$ cat src/rtl/hold_pwm_pkg.sv
package hold_pwm_pkg;

  // Clamp a divider code into the supported range.
  function automatic int unsigned clamp_code(input int unsigned code,
                                             input int unsigned lo,
                                             input int unsigned hi);
    int unsigned c;
    c = code;
    if (c < lo) c = lo;
    if (c > hi) c = hi;
    return c;
  endfunction

  // Last prescaler count value before a tick: 2^(c-1) - 1.
  function automatic int unsigned presc_last(input int unsigned code,
                                             input int unsigned lo,
                                             input int unsigned hi);
    int unsigned c;
    c = clamp_code(code, lo, hi);
    return (32'd1 << (c - 1)) - 32'd1;
  endfunction

  // Output level for a given frame count and duty.
  function automatic logic level_for(input int unsigned count,
                                     input int unsigned duty);
    return count < duty;
  endfunction

  // Frame is at its last count.
  function automatic logic at_top(input int unsigned count,
                                  input int unsigned top);
    return count >= top;
  endfunction

endpackage

$ cat src/rtl/hold_pwm_prescaler.sv
module hold_pwm_prescaler
  import hold_pwm_pkg::*;
#(
  parameter int CODE_W   = 4,
  parameter int MIN_CODE = 2,
  parameter int MAX_CODE = 15,
  parameter int PRE_W    = MAX_CODE - 1
) (
  input  logic              clk,
  input  logic              rst_n,
  input  logic              run,
  input  logic              reinit,
  input  logic [CODE_W-1:0] code,
  output logic              tick
);

  logic [PRE_W-1:0] pre_cnt;
  logic [PRE_W-1:0] pre_last;
  logic             clear_now;

  assign pre_last  = PRE_W'(presc_last(int'(code), MIN_CODE, MAX_CODE));
  assign clear_now = !run || reinit;
  assign tick      = !clear_now && (pre_cnt >= pre_last);

  always_ff @(posedge clk or negedge rst_n) begin
    if (!rst_n)              pre_cnt <= '0;
    else if (clear_now)      pre_cnt <= '0;
    else if (tick)           pre_cnt <= '0;
    else                     pre_cnt <= pre_cnt + 1'b1;
  end

  // the strobe leaves the prescaler at zero
  assert_reinit_clears_R5: assert property (@(posedge clk) disable iff (!rst_n)
    reinit |=> pre_cnt == '0);

  // the smallest ratio is 2, so ticks never come back to back
  assert_tick_spacing_R1: assert property (@(posedge clk) disable iff (!rst_n)
    tick |=> !tick);

  // a stopped generator holds the prescaler at zero
  assert_idle_presc_R7: assert property (@(posedge clk) disable iff (!rst_n)
    !run |=> pre_cnt == '0);

endmodule

$ cat src/rtl/hold_pwm_frame.sv
module hold_pwm_frame
  import hold_pwm_pkg::*;
#(
  parameter int CNT_W    = 8,
  parameter int DEF_DUTY = 127,
  parameter int DEF_TOP  = 254
) (
  input  logic             clk,
  input  logic             rst_n,
  input  logic             run,
  input  logic             tick,
  input  logic [CNT_W-1:0] duty_in,
  input  logic [CNT_W-1:0] top_in,
  output logic [CNT_W-1:0] count,
  output logic [CNT_W-1:0] duty_act,
  output logic [CNT_W-1:0] top_act,
  output logic             wrap
);

  localparam logic [CNT_W-1:0] DUTY_RST = CNT_W'(DEF_DUTY);
  localparam logic [CNT_W-1:0] TOP_RST  = CNT_W'(DEF_TOP);

  assign wrap = tick && at_top(int'(count), int'(top_act));

  always_ff @(posedge clk or negedge rst_n) begin
    if (!rst_n)          count <= '0;
    else if (!run)       count <= '0;
    else if (wrap)       count <= '0;
    else if (tick)       count <= count + 1'b1;
  end

  // Shadow registers: loaded only at the frame wrap
  always_ff @(posedge clk or negedge rst_n) begin
    if (!rst_n) begin
      duty_act <= DUTY_RST;
      top_act  <= TOP_RST;
    end else if (wrap) begin
      duty_act <= duty_in;
      top_act  <= top_in;
    end
  end

  // the count never passes the active top
  assert_count_bound_R2: assert property (@(posedge clk) disable iff (!rst_n)
    count <= top_act);

  // a wrap returns the counter to zero
  assert_wrap_zero_R2: assert property (@(posedge clk) disable iff (!rst_n)
    wrap |=> count == '0);

  // shadows hold between wraps
  assert_shadow_hold_R6: assert property (@(posedge clk) disable iff (!rst_n)
    !wrap |=> ($stable(duty_act) && $stable(top_act)));

  // the counter is held at zero while stopped
  assert_idle_zero_R7: assert property (@(posedge clk) disable iff (!rst_n)
    !run |=> count == '0);

endmodule

$ cat src/rtl/hold_pwm_compare.sv
module hold_pwm_compare
  import hold_pwm_pkg::*;
#(
  parameter int CNT_W = 8
) (
  input  logic             clk,
  input  logic             rst_n,
  input  logic             run,
  input  logic [CNT_W-1:0] count,
  input  logic [CNT_W-1:0] duty_act,
  input  logic [CNT_W-1:0] top_act,
  output logic             pwm
);

  logic full_on;
  logic full_off;
  logic level;

  assign full_on  = duty_act > top_act;
  assign full_off = duty_act == '0;
  assign level    = level_for(int'(count), int'(duty_act));
  assign pwm      = run && level;

  // duty above the top keeps the output high while running
  assert_full_on_R4: assert property (@(posedge clk) disable iff (!rst_n)
    (run && full_on) |-> pwm);

  // zero duty keeps the output low
  assert_full_off_R4: assert property (@(posedge clk) disable iff (!rst_n)
    full_off |-> !pwm);

  // every running frame with nonzero duty starts high
  assert_high_at_zero_R3: assert property (@(posedge clk) disable iff (!rst_n)
    (run && count == '0 && !full_off) |-> pwm);

  // output low whenever stopped
  assert_idle_low_R7: assert property (@(posedge clk) disable iff (!rst_n)
    !run |-> !pwm);

endmodule

$ cat src/rtl/hold_pwm_gen.sv
module hold_pwm_gen #(
  parameter int CNT_W    = 8,
  parameter int CODE_W   = 4,
  parameter int MIN_CODE = 2,
  parameter int MAX_CODE = 15,
  parameter int DEF_DUTY = 127,
  parameter int DEF_TOP  = 254
) (
  input  logic              clk,
  input  logic              rst_n,
  input  logic              enable,
  input  logic              reinit,
  input  logic [CNT_W-1:0]  duty_in,
  input  logic [CNT_W-1:0]  top_in,
  input  logic [CODE_W-1:0] div_code,
  output logic              pwm_out
);

  localparam int PRE_W = MAX_CODE - 1;

  logic             step_tick;
  logic             frame_wrap;
  logic [CNT_W-1:0] frame_cnt;
  logic [CNT_W-1:0] duty_sh;
  logic [CNT_W-1:0] top_sh;

  hold_pwm_prescaler #(
    .CODE_W  (CODE_W),
    .MIN_CODE(MIN_CODE),
    .MAX_CODE(MAX_CODE),
    .PRE_W   (PRE_W)
  ) u_presc (
    .clk   (clk),
    .rst_n (rst_n),
    .run   (enable),
    .reinit(reinit),
    .code  (div_code),
    .tick  (step_tick)
  );

  hold_pwm_frame #(
    .CNT_W   (CNT_W),
    .DEF_DUTY(DEF_DUTY),
    .DEF_TOP (DEF_TOP)
  ) u_frame (
    .clk     (clk),
    .rst_n   (rst_n),
    .run     (enable),
    .tick    (step_tick),
    .duty_in (duty_in),
    .top_in  (top_in),
    .count   (frame_cnt),
    .duty_act(duty_sh),
    .top_act (top_sh),
    .wrap    (frame_wrap)
  );

  hold_pwm_compare #(
    .CNT_W(CNT_W)
  ) u_cmp (
    .clk     (clk),
    .rst_n   (rst_n),
    .run     (enable),
    .count   (frame_cnt),
    .duty_act(duty_sh),
    .top_act (top_sh),
    .pwm     (pwm_out)
  );

  // a wrap is always a counter step
  assert_wrap_on_tick_R2: assert property (@(posedge clk) disable iff (!rst_n)
    frame_wrap |-> step_tick);

  // no counter step while the strobe is high
  assert_no_step_in_reinit_R5: assert property (@(posedge clk) disable iff (!rst_n)
    reinit |-> !step_tick);

endmodule

$ cat config.mk
export PLATFORM = sky130hd
export DESIGN_NAME = hold_pwm_gen
export DESIGN_NICKNAME = d
export VERILOG_FILES = /design/src/rtl/hold_pwm_pkg.sv /design/src/rtl/hold_pwm_prescaler.sv /design/src/rtl/hold_pwm_frame.sv /design/src/rtl/hold_pwm_compare.sv /design/src/rtl/hold_pwm_gen.sv
export SDC_FILE = /design/constraint.sdc
export NUM_CORES = 1
export LEC_CHECK = 0
export BUFFER_PORTS_ARGS = -buffer_cell sky130_fd_sc_hd__buf_2
export CAP_MARGIN = 10
export CORE_MARGIN = 5
export CORE_UTILIZATION = 50
export DETAILED_ROUTE_END_ITERATION = 16
export HOLD_SLACK_MARGIN = 0.12
export PLACE_DENSITY = 0.68
export SLEW_MARGIN = 10
export SYNTH_ARGS = -nofsm -noshare
export SYNTH_HDL_FRONTEND = slang
export SYNTH_HIERARCHICAL = 1
export SYNTH_SLANG_ARGS = --single-unit
$ cat constraint.sdc
create_clock -name clk -period 3.4 [get_ports clk]
set_input_delay 0.51 -clock clk [delete_from_list [all_inputs] [get_ports clk]]
set_output_delay 0.51 -clock clk [all_outputs]
set_load 0.005 [all_outputs]
==> impl_metrics.ini <==
[route]
dr_wl_met3_um = 389
wl_met1_mm = 3.73
dr.pass1.iters = 4
via_per_inst = 5.79
top_layer = met4
wl_met2_mm = 3.96
post-route-drc-count = 0
drt_first_iter_violations = 175
postRouteAntennaNets = 0
wl_per_cell_um = 16.9
drt_wl_total_mm = 8.22
vias = 2806

[setup_path]
max_stage_delay_ns = 0.38
crit_buf_inv = 3
critical_path_peak_fanout = 6
startpoint_type = input port
crit_type = input port to flop
slowest_stage = a2111oi_4
cp_cell_sequence = buf_8 > buf_12 > nor4_4 > ha_4 > inv_6 > a2111oi_4 > nand3_2 > ha_4 > and4b_1 > a41oi_2 > ha_1 > nand4_1 > nor2_1 > and3_1 > a221o_1 > and3_4 > nor2b_4 > and2_1 > a31oi_1 > o31ai_1
crit_family = simple AND/OR/NAND/NOR gates
cp.required_ns = 3.58
end_kind = flop
crit_arrival_ns = 4.02
cp_common_cell = ha_4

[cts]
cts_tree = done
clock_sinks = 38
clk_pin_slew_worst_paths_ns = 0.08
h-tree-depth = 2
clkLatencyLatePin_ns = 0.29
clk_path_buf_depth = 2
numCtsBuffers = 5
holdBufCountCts = 0
cts_root_buf = clkbuf_8

[synthesis]
avgSynthCellArea_um2 = 10.1
syn_area_um2 = 3320
synth_nets = 390
yosys_warnings = 6
syn_inst = 329

[placed_design]
placed_cell_area_um2 = 3880
gp_congestion = 0.889
io_buffers = 24
place_hpwl_mm = 5.99

[floorplanning]
die-area_um2 = 8370
ios = 25
num_rows = 29
start_util = 0.517
core-area_um2 = 6420
die_w_um = 91.5
die_h_um = 91.5

[grt]
antenna_found_initial = 0
grt_usage = 0.201
grt_overflow = 0
grt_pass1_wl_mm = 13.9
grt_max_degree = 39
grt_pass1_vias = 2844

[power]
power_density_nw_per_um2 = 298
finalPower_mw = 1.30
ir_worst_vdd_mv = 0.238
leakagePower_nw = 1.92

[finish]
area_growth_pct = 31.1
nets = 468
fillers = 511
final_area_um2 = 4350
drive_gt1_frac = 0.449
num_antenna_cells = 0

[status]
outcome = finished, violations left
violations = setup timing

[timing]
tightest_slew_ns = 0.848
setup_viol = 38
worst_slack_ns = -0.447
grt_setup_unrepaired = yes
hold-worst-slack_ns = 0.326
fin_crit_ns = 3.85
fin_skew_ns = 0.00872
hold_violations = 0
min_period_over_period = 1.13
fmax_mhz = 260
slew_violations = 0
slew_headroom = 0.435

[flow_run]
drv_cap = 0

[min_path]
hp-class = input port to async pin
## metal layers
layer  track usage  up-vias
li1              -     1385
met1         0.269     1342
met2         0.335       64
met3        0.0380       15
met4        0.0515        0
met5             0        -
## through the flow
stage / setup TNS [ns] / cells / setup slack, ns / util
3_5_place_dp: -30.54 / 465 / -0.994 / 0.604
4_1_cts: -10.77 / 479 / -0.413 / 0.656
6_report: -11.58 / 485 / -0.447 / 0.677
5_1_grt: -16.96 / 485 / -0.624 / 0.677
3_3_place_gp: -27.86 / 465 / -0.924 / 0.604
2_1_floorplan: -43.50 / 329 / -1.39 / -
## sequential cells by signal, indices dropped and copies added, names as in the netlist
register,flops
u_frame/count,8
u_frame/duty_act,8
u_frame/top_act,8
u_presc/pre_cnt,14
## power by group
| part | leakage, nW | switching [mW] | internal [mW] |
|---|---|---|---|
| Clock | 0.0472 | 0.167 | 0.163 |
| Combinational | 1.39 | 0.257 | 0.228 |
| Sequential | 0.479 | 0.00875 | 0.473 |
## cells in the final DEF, fill, tap and decap left out, types with 7 or more instances in the layout
cell       n
a211oi_2  13
a21oi_1    8
buf_2     22
buf_4     53
dfrtp_1   24
dfstp_2   14
ha_1      32
inv_1     22
mux2_4    16
nand2_1   21
nand3_1   17
nor2_1     7
o21ai_0    7
xnor2_1    8
xor2_1    11
## timing repair
action | 4_1_cts | 5_1_grt
endpoints found under the setup margin | 38 | 38
hold endpoints to repair | 0 | 0
gates cloned | 1 | 0
resized for setup | 38 | 19
pin swaps | 13 | 13
buffers inserted | 6 | 6
## area by class of cell
cell class,count,area [µm²],share of cell area
Tap cell,77,96.3,0.0221
Timing Repair Buffer,82,621,0.143
Clock buffer,6,82.6,0.0190
Clock inverter,2,12.5,0.00288
Sequential cell,38,968,0.223
Multi-Input combinational cell,255,2460,0.566
Inverter,25,106,0.0244
## final timing paths
kind	from	to	slack, ns	cells past startpoint
min in group clk	top_in[2]	u_frame/top_act[2]$_DFFE_PN1P_	0.44	2
worst min-delay path	rst_n	u_frame/count[7]$_DFFE_PN0P_	0.33	1
worst min register to register	u_frame/top_act[0]$_DFFE_PN0P_	u_frame/top_act[0]$_DFFE_PN0P_	0.53	1
worst max-delay path	div_code[2]	u_frame/count[3]$_DFFE_PN0P_	-0.45	20
worst max register to register	u_frame/top_act[7]$_DFFE_PN1P_	u_frame/duty_act[7]$_DFFE_PN0P_	1.10	7
max in group asynchronous	rst_n	u_frame/count[2]$_DFFE_PN0P_	2.54	1
(Power assumes the default switching activity.)
